File: src/rtl/rpc_pkg.sv
package rpc_pkg;

    typedef enum logic [1:0] {
        OCC_EMPTY   = 2'd0,
        OCC_PARTIAL = 2'd1,
        OCC_FULL    = 2'd2
    } occ_state_e;

endpackage

File: src/rtl/rpc_ring_ptr.sv
module rpc_ring_ptr #(
    parameter int PTR_W  = 4,
    parameter int ADDR_W = 32
) (
    input  logic              clk,
    input  logic              rst_n,
    input  logic              advance,
    input  logic [ADDR_W-1:0] base,
    output logic [PTR_W-1:0]  ptr,
    output logic [ADDR_W-1:0] addr
);

    localparam int PAD_W = ADDR_W - PTR_W;

    logic [PTR_W-1:0] ptr_q;

    // Power-of-two window: natural wrap of the counter is the modulo
    always_ff @(posedge clk) begin
        if (!rst_n) begin
            ptr_q <= '0;
        end else if (advance) begin
            ptr_q <= ptr_q + 1'b1;
        end
    end

    assign ptr  = ptr_q;
    assign addr = base + {{PAD_W{1'b0}}, ptr_q};

endmodule

File: src/rtl/rpc_occupancy.sv
module rpc_occupancy
    import rpc_pkg::*;
#(
    parameter int DEPTH_LOG2 = 4
) (
    input  logic              clk,
    input  logic              rst_n,
    input  logic              inc,
    input  logic              dec,
    output logic [DEPTH_LOG2:0] level,
    output logic              is_empty,
    output logic              is_full
);

    localparam int LVL_W = DEPTH_LOG2 + 1;
    localparam logic [LVL_W-1:0] DEPTH_V = LVL_W'(1) << DEPTH_LOG2;
    localparam logic [LVL_W-1:0] NEAR_FULL = DEPTH_V - 1'b1;
    localparam logic [LVL_W-1:0] ONE_V = LVL_W'(1);

    occ_state_e       state_q, state_d;
    logic [LVL_W-1:0] level_q;
    logic             up_only, down_only;

    assign up_only   = inc && !dec;
    assign down_only = dec && !inc;

    // State register
    always_ff @(posedge clk) begin
        if (!rst_n) begin
            state_q <= OCC_EMPTY;
        end else begin
            state_q <= state_d;
        end
    end

    // Next-state logic
    always_comb begin
        state_d = state_q;
        unique case (state_q)
            OCC_EMPTY: begin
                if (up_only) state_d = OCC_PARTIAL;
            end
            OCC_PARTIAL: begin
                if (up_only && level_q == NEAR_FULL) begin
                    state_d = OCC_FULL;
                end else if (down_only && level_q == ONE_V) begin
                    state_d = OCC_EMPTY;
                end
            end
            OCC_FULL: begin
                if (down_only) state_d = OCC_PARTIAL;
            end
            default: state_d = OCC_EMPTY;
        endcase
    end

    // Level counter
    always_ff @(posedge clk) begin
        if (!rst_n) begin
            level_q <= '0;
        end else if (up_only) begin
            level_q <= level_q + 1'b1;
        end else if (down_only) begin
            level_q <= level_q - 1'b1;
        end
    end

    // Outputs
    always_comb begin
        is_empty = 1'b0;
        is_full  = 1'b0;
        unique case (state_q)
            OCC_EMPTY:   is_empty = 1'b1;
            OCC_PARTIAL: ;
            OCC_FULL:    is_full  = 1'b1;
            default:     is_empty = 1'b1;
        endcase
    end

    assign level = level_q;

endmodule

File: src/rtl/rpc_flag_cmp.sv
module rpc_flag_cmp #(
    parameter int LVL_W = 5
) (
    input  logic [LVL_W-1:0] level,
    input  logic [LVL_W-1:0] push_limit,
    input  logic [LVL_W-1:0] pop_limit,
    output logic             can_push,
    output logic             can_pop
);

    assign can_push = level < push_limit;
    assign can_pop  = level > pop_limit;

endmodule

File: src/rtl/ring_ptr_ctrl.sv
module ring_ptr_ctrl #(
    parameter int DEPTH_LOG2 = 4,
    parameter int ADDR_W     = 32
) (
    input  logic                  clk,
    input  logic                  rst_n,
    input  logic                  push_req,
    input  logic                  pop_req,
    input  logic [ADDR_W-1:0]     base_addr,
    input  logic [DEPTH_LOG2:0]   push_limit,
    input  logic [DEPTH_LOG2:0]   pop_limit,
    output logic [DEPTH_LOG2-1:0] wr_ptr,
    output logic [DEPTH_LOG2-1:0] rd_ptr,
    output logic [ADDR_W-1:0]     wr_addr,
    output logic [ADDR_W-1:0]     rd_addr,
    output logic [DEPTH_LOG2:0]   level,
    output logic                  can_push,
    output logic                  can_pop
);

    localparam int LVL_W = DEPTH_LOG2 + 1;

    logic occ_empty, occ_full;
    logic push_take, pop_take;

    // Thresholds gate first; physical limits guard against odd thresholds
    assign push_take = push_req && can_push && !occ_full;
    assign pop_take  = pop_req  && can_pop  && !occ_empty;

    rpc_ring_ptr #(.PTR_W(DEPTH_LOG2), .ADDR_W(ADDR_W)) u_wr_ptr (
        .clk     (clk),
        .rst_n   (rst_n),
        .advance (push_take),
        .base    (base_addr),
        .ptr     (wr_ptr),
        .addr    (wr_addr)
    );

    rpc_ring_ptr #(.PTR_W(DEPTH_LOG2), .ADDR_W(ADDR_W)) u_rd_ptr (
        .clk     (clk),
        .rst_n   (rst_n),
        .advance (pop_take),
        .base    (base_addr),
        .ptr     (rd_ptr),
        .addr    (rd_addr)
    );

    rpc_occupancy #(.DEPTH_LOG2(DEPTH_LOG2)) u_occ (
        .clk      (clk),
        .rst_n    (rst_n),
        .inc      (push_take),
        .dec      (pop_take),
        .level    (level),
        .is_empty (occ_empty),
        .is_full  (occ_full)
    );

    rpc_flag_cmp #(.LVL_W(LVL_W)) u_flags (
        .level      (level),
        .push_limit (push_limit),
        .pop_limit  (pop_limit),
        .can_push   (can_push),
        .can_pop    (can_pop)
    );

endmodule

File: config.mk
export PLATFORM = sky130hd
export DESIGN_NAME = ring_ptr_ctrl
export DESIGN_NICKNAME = d
export VERILOG_FILES = /design/src/rtl/rpc_pkg.sv /design/src/rtl/rpc_ring_ptr.sv /design/src/rtl/rpc_occupancy.sv /design/src/rtl/rpc_flag_cmp.sv /design/src/rtl/ring_ptr_ctrl.sv
export SDC_FILE = /design/constraint.sdc
export NUM_CORES = 1
export LEC_CHECK = 0
export ABC_CLOCK_PERIOD_IN_PS = 7700
export BUFFER_PORTS_ARGS = -buffer_cell sky130_fd_sc_hd__buf_2
export CAP_MARGIN = 40
export CORE_ASPECT_RATIO = 0.6
export CORE_UTILIZATION = 40
export DETAILED_ROUTE_END_ITERATION = 6
export PLACE_DENSITY = 0.79
export RECOVER_POWER = 25
export SLEW_MARGIN = 25
export SYNTH_ARGS = -nofsm -noshare
export SYNTH_HDL_FRONTEND = slang
export SYNTH_HIERARCHICAL = 1
export SYNTH_SLANG_ARGS = --single-unit
File: constraint.sdc
create_clock -name clk -period 7.7 [get_ports clk]
set_input_delay 0.77 -clock clk [delete_from_list [all_inputs] [get_ports clk]]
set_output_delay 0.77 -clock clk [all_outputs]
set_load 0.02 [all_outputs]
# [Yosys cells after proc, flatten, opt, wreduce, memory -nomap -nowiden]
# Cells that the tools add are included.
# Widths: inputs -> output; s select.
[word_totals] register_bits=15 output_inout_bits=79 elab_cells=42
[classes] add_sub_neg=6 order_cmp=2 n_eq_ne=7 mux=8 n_reduce_logical=15
[op_table] op="$add 32x4->32" count=2
[op_table] op="$mux 5" count=2
[op_table] op="$add 4x1->4 const B" count=2
[op_table] op="$logic_and 1x1->1" count=8
[op_table] op="$mux 2" count=4
[op_table] op="$pmux 2 s3" count=1
[op_table] op="$add 5x1->5 const B" count=1
[op_table] op="$eq 5x1->1 const B" count=1
[op_table] op="$eq 5x4->1 const B" count=1
[op_table] op="$gt 5x5->1" count=1
[op_table] op="$lt 5x5->1" count=1
[op_table] op="$sub 5x1->5 const B" count=1
[op_table] op="$ne 2x1->1 const B" count=2
[op_table] op="$logic_not 1->1" count=3
[op_table] op="$ne 3x1->1 const B" count=1
[op_table] op="$reduce_and 3->1" count=1
[op_table] op="$eq 2x1->1 const B" count=1
[op_table] op="$eq 2x2->1 const B" count=1
[op_table] op="$logic_not 2->1" count=1
[op_table] op="$reduce_bool 2->1" count=1
[op_table] op="$reduce_or 2->1" count=1
[op_table] op="$mux 1" count=1

# [Longest topological paths before layout]
# Gate-level depths: netlist of the first run.
[depth] word_depth=10 ltp_mapped=13 mapped_depth_nobuf=12

# [By module]
# The synthesis of the first run kept the hierarchy.
[by_module_without_submodules] mod="rpc_ring_ptr" n_inst=2 cells_each=120 area_per_inst_um2=938.4 seq_area_each_um2=80.1
[by_module_without_submodules] mod="rpc_occupancy" n_inst=1 cells_each=65 area_per_inst_um2=544.3 seq_area_each_um2=140.1
[by_module_without_submodules] mod="rpc_flag_cmp" n_inst=1 cells_each=30 area_per_inst_um2=225.2 seq_area_each_um2=0.0
[by_module_without_submodules] mod="ring_ptr_ctrl" n_inst=1 cells_each=2 area_per_inst_um2=17.5 seq_area_each_um2=0.0

# [Worst setup path after synthesis of the first run]
# Ideal clock, no wire load.
[synth_timing] path_kind="input-to-output" from="input port base_addr[0]" to="output port rd_addr[16]" arrival_ps=2595 setup_slack_ps=4335 cell_stages=7 n_path_buf=1 path_cell_list="ha_1 > fa_1 > a21o_1 > a21oi_1 > clkbuf_1 > nor3_1 > xor2_1"
[synth_via] elab_chain_len=1
[synth_rtl] element="from (decl)" line_no="ring_ptr_ctrl.sv:9" rtl="input logic [ADDR_W-1:0] base_addr,"
[synth_rtl] element="$add 32x4->32" line_no="rpc_ring_ptr.sv:27" rtl="assign addr = base + {{PAD_W{1'b0}}, ptr_q};"
[synth_rtl] element="to (decl)" line_no="ring_ptr_ctrl.sv:15" rtl="output logic [ADDR_W-1:0] rd_addr,"
# No other way between the ends.

# [Worst setup path in the final report of the first run]
[layout_timing] from="input port base_addr[0]" to="output port rd_addr[24]"
# Same word-level chain as after synthesis.

==> impl_metrics.csv, run 1 <==
group,metric,value,unit
run_status,status,"completed",
clocking,clk_latency,0.25,ns
final_layout,multi_input_area,2210,sq um
routing,num_vias,3038,
routing,vias_per_cell,5.66,
clocking,holdBufCountCts,0,
placed_design,io_buffers,124,
global_routing,grt.total_usage,22.6,%
sta,hold_viol,0,
logic_synthesis,synthFlopType,"dfxtp_1",
logic_synthesis,synth_edf_count,0,
routing,drt-initial-drc-count,341,
logic_synthesis,yosys-top-cells-count,"xor2_1, xnor2_1, ha_1, nand2_1, nand4_1",
worst_setup_path,slowest_delay,0.58,ns
final_layout,fin_area,3360,sq um
sta,setup_viol_count_final,0,
clocking,cts_tree,"yes",
floorplan,fp.coreArea,6280,sq um
final_layout,num-fill-cells,593,
logic_synthesis,synth_compound_area_share,8.36,%
logic_synthesis,synthMuxAreaShare,1.50,%
placed_design,gp_congestion,0.936,
sta,fin_crit_sh,47.0,%
sta,slew_headroom,47.6,%
logic_synthesis,ys_ff_latch,15,
worst_setup_path,cp_num_cells,8,
final_layout,drive_gt1_share,27.4,%
placed_design,place_hpwl,6630,microns
logic_synthesis,async_reset_ff_share,0,%
sta,clock.fmax,276,MHz
clocking,ctsResizeCount,0,
sta,period_needed,3.62,ns
worst_setup_path,crit_required,6.93,ns
routing,ant_nets,0,
floorplan,fp.dieH,65.2,microns
placed_design,placed_area,3340,sq um
logic_synthesis,synth_top_cell_by_area,"ha_1",
worst_setup_path,path_class,"input port to primary output",
flow_run,maxCapViolations,0,
logic_synthesis,synth_fa_ha_area_share,15.1,%
global_routing,grt_pass1_vias,2666,
logic_synthesis,synthCells,337,
final_layout,seq_area,300,sq um
clocking,ctsLongestPathBuffers,2,
worst_setup_path,path_cells,"buf_2 -> ha_1 -> fa_1 -> a21o_1 -> a21oi_2 -> nor3_1 -> xor2_1 -> buf_2",
sta,worst_pin_slew,0.785,ns
global_routing,grt.overflow.total,0,
floorplan,pin_count,125,
worst_setup_path,worst-path-buf-inv,2,
routing,drc,0,
sta,rsz0062_at_grt,"no",
logic_synthesis,synth_top_area_share,13.6,%
worst_setup_path,startpoint_type,"input port",
logic_synthesis,seq_area_frac_synth,11.3,%
floorplan,start_util,42.4,%
logic_synthesis,synth_xor_area_share,23.0,%
clocking,post_cts_buffers,0,
routing,dr.pass1.iters,5,
logic_synthesis,synth_area_per_cell,7.90,sq um
final_layout,nNetsFinal,531,
clocking,cts_buffers,3,
worst_setup_path,critPathSlowestCell,"a21oi_2",
min_path,hold_path_depth,2,
routing,avgRoutedWirePerCell,15.4,microns
sta,finClkSkew,0.00659,ns
power_and_ir_drop,power.leakage,1.61,nW
worst_setup_path,critPathTopFamily,"compound AO/OA/AOI/OAI gates",
placed_design,place_inst,533,
global_routing,antenna_found_initial,0,
logic_synthesis,synth.area.top_cells,"ha_1, xor2_1, dfxtp_1, xnor2_1, nand4_1",
floorplan,rows,22,
worst_setup_path,cp_common_cell,"buf_2",
worst_setup_path,endpoint_kind,"primary output",
power_and_ir_drop,irDropWorstVdd,80.5,uV
logic_synthesis,synth_top_family_by_area,"simple AND/OR/NAND/NOR gates",
global_routing,grt_max_degree,18,
clocking,cts.reportedPaths.clkPinSlew,0.06,ns
clocking,clockRootBuffer,"clkbuf_8",
logic_synthesis,synth.most_common_cell,"xor2_1",
logic_synthesis,netlist_area,2660,sq um
power_and_ir_drop,p_per_area,155,nW/um^2
floorplan,dieArea,7000,sq um
routing,wirelength,8280,microns
logic_synthesis,synth_nets,414,
clocking,h-tree-depth,1,
sta,finalMaxSlewViolations,0,
worst_setup_path,r2r_cells,10,
floorplan,die_w,107,microns
logic_synthesis,yosysUniqueCellTypes,42,
min_path,hp-class,"flip-flop to flip-flop",
clocking,cts.sinks,15,
sta,setup_tns,0,ns
worst_setup_path,cp.arrival,2.85,ns
global_routing,grt_first_pass_wirelength,12700,microns
logic_synthesis,synthSimpleGateAreaFrac,35.0,%
logic_synthesis,synth_warnings,6,
final_layout,n_antenna_cell,0,
worst_setup_path,cp_max_fo,14,
final_layout,syn_to_final_growth,26.2,%
final_layout,stdcell_count,537,
==> registers in the layout, indices dropped and copies added (netlist names) <==
signal and cells:
u_rd_ptr/ptr 4, u_occ/level 5, u_occ/state_q 2, u_wr_ptr/ptr 4
==> area by class of cell <==
class	instances	area share, %
timing repair buffer	126	18.3
inverter	21	2.34
multi-input combinational	287	65.9
clock buffer	3	1.23
sequential	15	8.93
tap	84	3.13
clock inverter	1	0.149
==> per-stage QoR <==
step	setup WS (ns)	utilization, %	hold WS, ns	total power, mW
after floorplan	4.34	-	0.471	0.346
after global placement	3.76	52.9	0.494	0.440
after detailed placement	4.12	53.2	0.504	0.456
after CTS	4.10	53.9	0.521	0.523
after global routing	3.93	53.6	0.540	0.558
final	4.08	53.6	0.522	0.520
==> report_power, final <==
part / internal [mW] / leakage [nW] / switching [mW]
registers: 0.0940 / 0.122 / 0.0308
logic: 0.128 / 1.46 / 0.202
clock network: 0.0359 / 0.0255 / 0.0294
==> cell usage in the layout, fill, tap and decap left out, types with 6 or more instances in the layout <==
cell,instances
a21o_1,6
a21oi_1,8
and2_1,13
and3_1,14
and4_1,8
buf_2,109
clkbuf_1,15
dfxtp_1,15
ha_1,29
inv_1,21
nand2_1,26
nand3_1,12
nand4_1,26
nor2_1,8
nor3_1,10
nor4_1,6
nor4b_1,6
xnor2_1,33
xor2_1,37
==> worst min-delay path: stages, from the launching register on <==
cell     delay, ns
dfxtp_1       0.34
nand2_1       0.07
mux2i_1       0.06
==> worst paths after layout <==
check,startpoint,end,slack [ns]
setup reg to reg,u_occ/level[2],u_occ/state_q[0],4.53
setup / recovery,base_addr[0],rd_addr[24],4.08
hold / removal,u_occ/state_q[1],u_occ/state_q[1],0.52
hold reg to reg,u_occ/state_q[1],u_occ/state_q[1],0.52
==> logic make-up (layout without fill, tap and decap cells) <==
group | after synthesis | count (layout)
adders and majority gates | 31 | 31
muxes | 4 | 4
and+or+nand+nor | 149 | 149
buffers and inverters | 35 | 151
xor gates and xnor gates | 70 | 70
DFF | 15 | 15
AOI/OAI and AO/OA | 33 | 33
==> routing by layer <==
layer	global-route usage [%]	share of wire (%)
met2	34.6	43
met5	0	0
met1	32.7	46
met4	5.31	1.2
met3	3.77	9.5
No activity file was read; power rests on OpenSTA's default activity.
==> run 2: changes to the inputs <==
- ABC_CLOCK_PERIOD_IN_PS: 7700 -> 3250
- PLACE_DENSITY: 0.79 -> 0.82
- clock period: 7.7 -> 3.25 ns (I/O delays scaled with it)
==> impl_metrics.csv, run 2 (same netlist as run 1, synthesis figures left out) <==
group,metric,value,unit
power_and_ir_drop,irDropWorstVdd,186,uV
worst_setup_path,cp_max_fo,9,
worst_setup_path,path_class,"flip-flop to flip-flop",
clocking,ctsLongestPathBuffers,2,
worst_setup_path,reg2reg_setup_slack,0.30,ns
power_and_ir_drop,power.internal,0.608,mW
global_routing,grt.overflow.total,0,
placed_design,placed_area,3350,sq um
clocking,post_cts_buffers,0,
power_and_ir_drop,pwr-share-seq,24.4,%
floorplan,fp.dieH,65.2,microns
sta,hold_viol,0,
final_layout,mostFrequentLayoutCell,"buf_2",
sta,setup_tns,0,ns
final_layout,fin_area,3370,sq um
flow_run,maxCapViolations,0,
global_routing,grt_busiest_layer,"met2",
clocking,h-tree-depth,1,
final_layout,nNetsFinal,533,
floorplan,dieArea,7000,sq um
final_layout,n_antenna_cell,0,
placed_design,gp_congestion,0.929,
power_and_ir_drop,power.leakage,1.60,nW
global_routing,grt_first_pass_wirelength,12600,microns
worst_setup_path,crit_required,3.37,ns
floorplan,start_util,42.4,%
sta,finalMaxSlewViolations,0,
floorplan,die_w,107,microns
routing,vias_per_cell,5.55,
worst_setup_path,cp.arrival,3.07,ns
floorplan,rows,22,
global_routing,grt_use_met2,34.8,%
routing,avgRoutedWirePerCell,14.7,microns
sta,finClkSkew,0.000861,ns
final_layout,utilization,53.6,%
sta,fin_hold_ws,0.470,ns
power_and_ir_drop,p_comb_share,63.1,%
sta,clock.fmax,339,MHz
global_routing,grt_pass1_vias,2691,
global_routing,antenna_found_initial,0,
clocking,holdBufCountCts,0,
run_status,status,"completed",
clocking,cts_tree,"yes",
final_layout,syn_to_final_growth,26.4,%
clocking,cts_buffers,3,
floorplan,fp.coreArea,6280,sq um
min_path,hold_path_depth,2,
global_routing,met3_usage,2.98,%
min_path,hp-class,"input port to flip-flop",
global_routing,grt_max_degree,18,
routing,drc,0,
min_path,worst_hold_path.endpoint,"u_occ/level[4]",
routing,drt-initial-drc-count,232,
power_and_ir_drop,p_per_area,363,nW/um^2
worst_setup_path,r2r_end,"u_occ/state_q[0]",
sta,rsz0062_at_grt,"no",
worst_setup_path,reg2reg_from,"u_occ/level[2]",
power_and_ir_drop,switchingPower,0.612,mW
sta,worst_pin_slew,0.547,ns
final_layout,layout_common_cells,"buf_2, xor2_1, xnor2_1, ha_1",
final_layout,drive_gt1_share,25.9,%
sta,slew_headroom,63.5,%
clocking,clk_latency,0.25,ns
sta,setup_viol_count_final,0,
routing,dr.pass1.iters,5,
min_path,worstHoldStart,"rst_n",
global_routing,grt_util_met1,31.8,%
clocking,clockRootBuffer,"clkbuf_8",
worst_setup_path,startpoint_type,"flip-flop",
clocking,ctsResizeCount,0,
sta,fin_crit_sh,90.8,%
routing,ant_nets,0,
floorplan,pin_count,125,
sta,period_needed,2.95,ns
worst_setup_path,endpoint_kind,"flip-flop",
global_routing,grt.total_usage,22.2,%
clocking,cts.sinks,15,
clocking,cts.reportedPaths.clkPinSlew,0.06,ns
power_and_ir_drop,power_frac_clock,12.5,%
routing,num_vias,2990,
worst_setup_path,r2r_cells,10,
placed_design,io_buffers,124,
routing,wirelength,7920,microns
final_layout,largest_register_ffs,5,
power_and_ir_drop,switching_share,50.2,%
placed_design,place_hpwl,6440,microns
run 2: cell types whose count changed in the layout (fill, tap and decap cells not counted), sizes merged:
cell	before	now
buf	111	107
clkbuf	18	25
clkinv	1	0
run 2: how the worst max path moves through the flow:
stage	start	endpoint	slack, ns	cells past startpoint
2_1_floorplan	u_occ/level[2]	u_occ/state_q[0]	0.29	11
3_3_place_gp	pop_limit[4]	u_occ/level[3]	0.50	13
3_5_place_dp	u_occ/level[2]	u_occ/state_q[1]	0.38	10
4_1_cts	u_occ/level[2]	u_occ/state_q[0]	0.36	10
5_1_grt	u_occ/level[2]	u_occ/state_q[0]	0.08	10
6_report	u_occ/level[2]	u_occ/state_q[0]	0.30	10
run 2: power groups by stage:
| stage | clock network (mW) | registers [mW] | logic (mW) |
|---|---|---|---|
| floorplan | 0 | 0.321 | 0.498 |
| global placement | 0 | 0.295 | 0.753 |
| detailed placement | 0 | 0.299 | 0.775 |
| CTS | 0.155 | 0.295 | 0.780 |
| global route | 0.165 | 0.305 | 0.839 |
| finish | 0.152 | 0.298 | 0.770 |
run 2: per-stage QoR:
stage	worst slack, ns	power (mW)	std cells
global placement	0.497	1.05	535
finish	0.300	1.22	539
global route	0.0793	1.31	539
detailed placement	0.383	1.07	535
CTS	0.355	1.23	539
floorplan	0.288	0.819	337
run 2: worst max-delay path, stage by stage (launching register included):
cell and delay (ns):
dfxtp_1 0.51, ha_1 0.31, a21o_1 0.16, a21o_1 0.18, a211oi_2 0.23, and3b_1 0.34
ha_1 0.39, inv_1 0.12, a221oi_1 0.29, a41oi_1 0.13, mux2i_1 0.17
run 2: per-layer routing:
layer	wire length (microns)	vias to the layer above
met5	0	-
met4	115	0
met3	660	14
met2	3460	139
met1	3680	1393
li1	-	1444
run 2: area by class of cell:
class,instances,area (sq um)
clock buffer,4,45.0
sequential,15,300
timing repair buffer,128,624
multi-input combinational,287,2210
tap,84,105
fill,590,2910
inverter,21,78.8
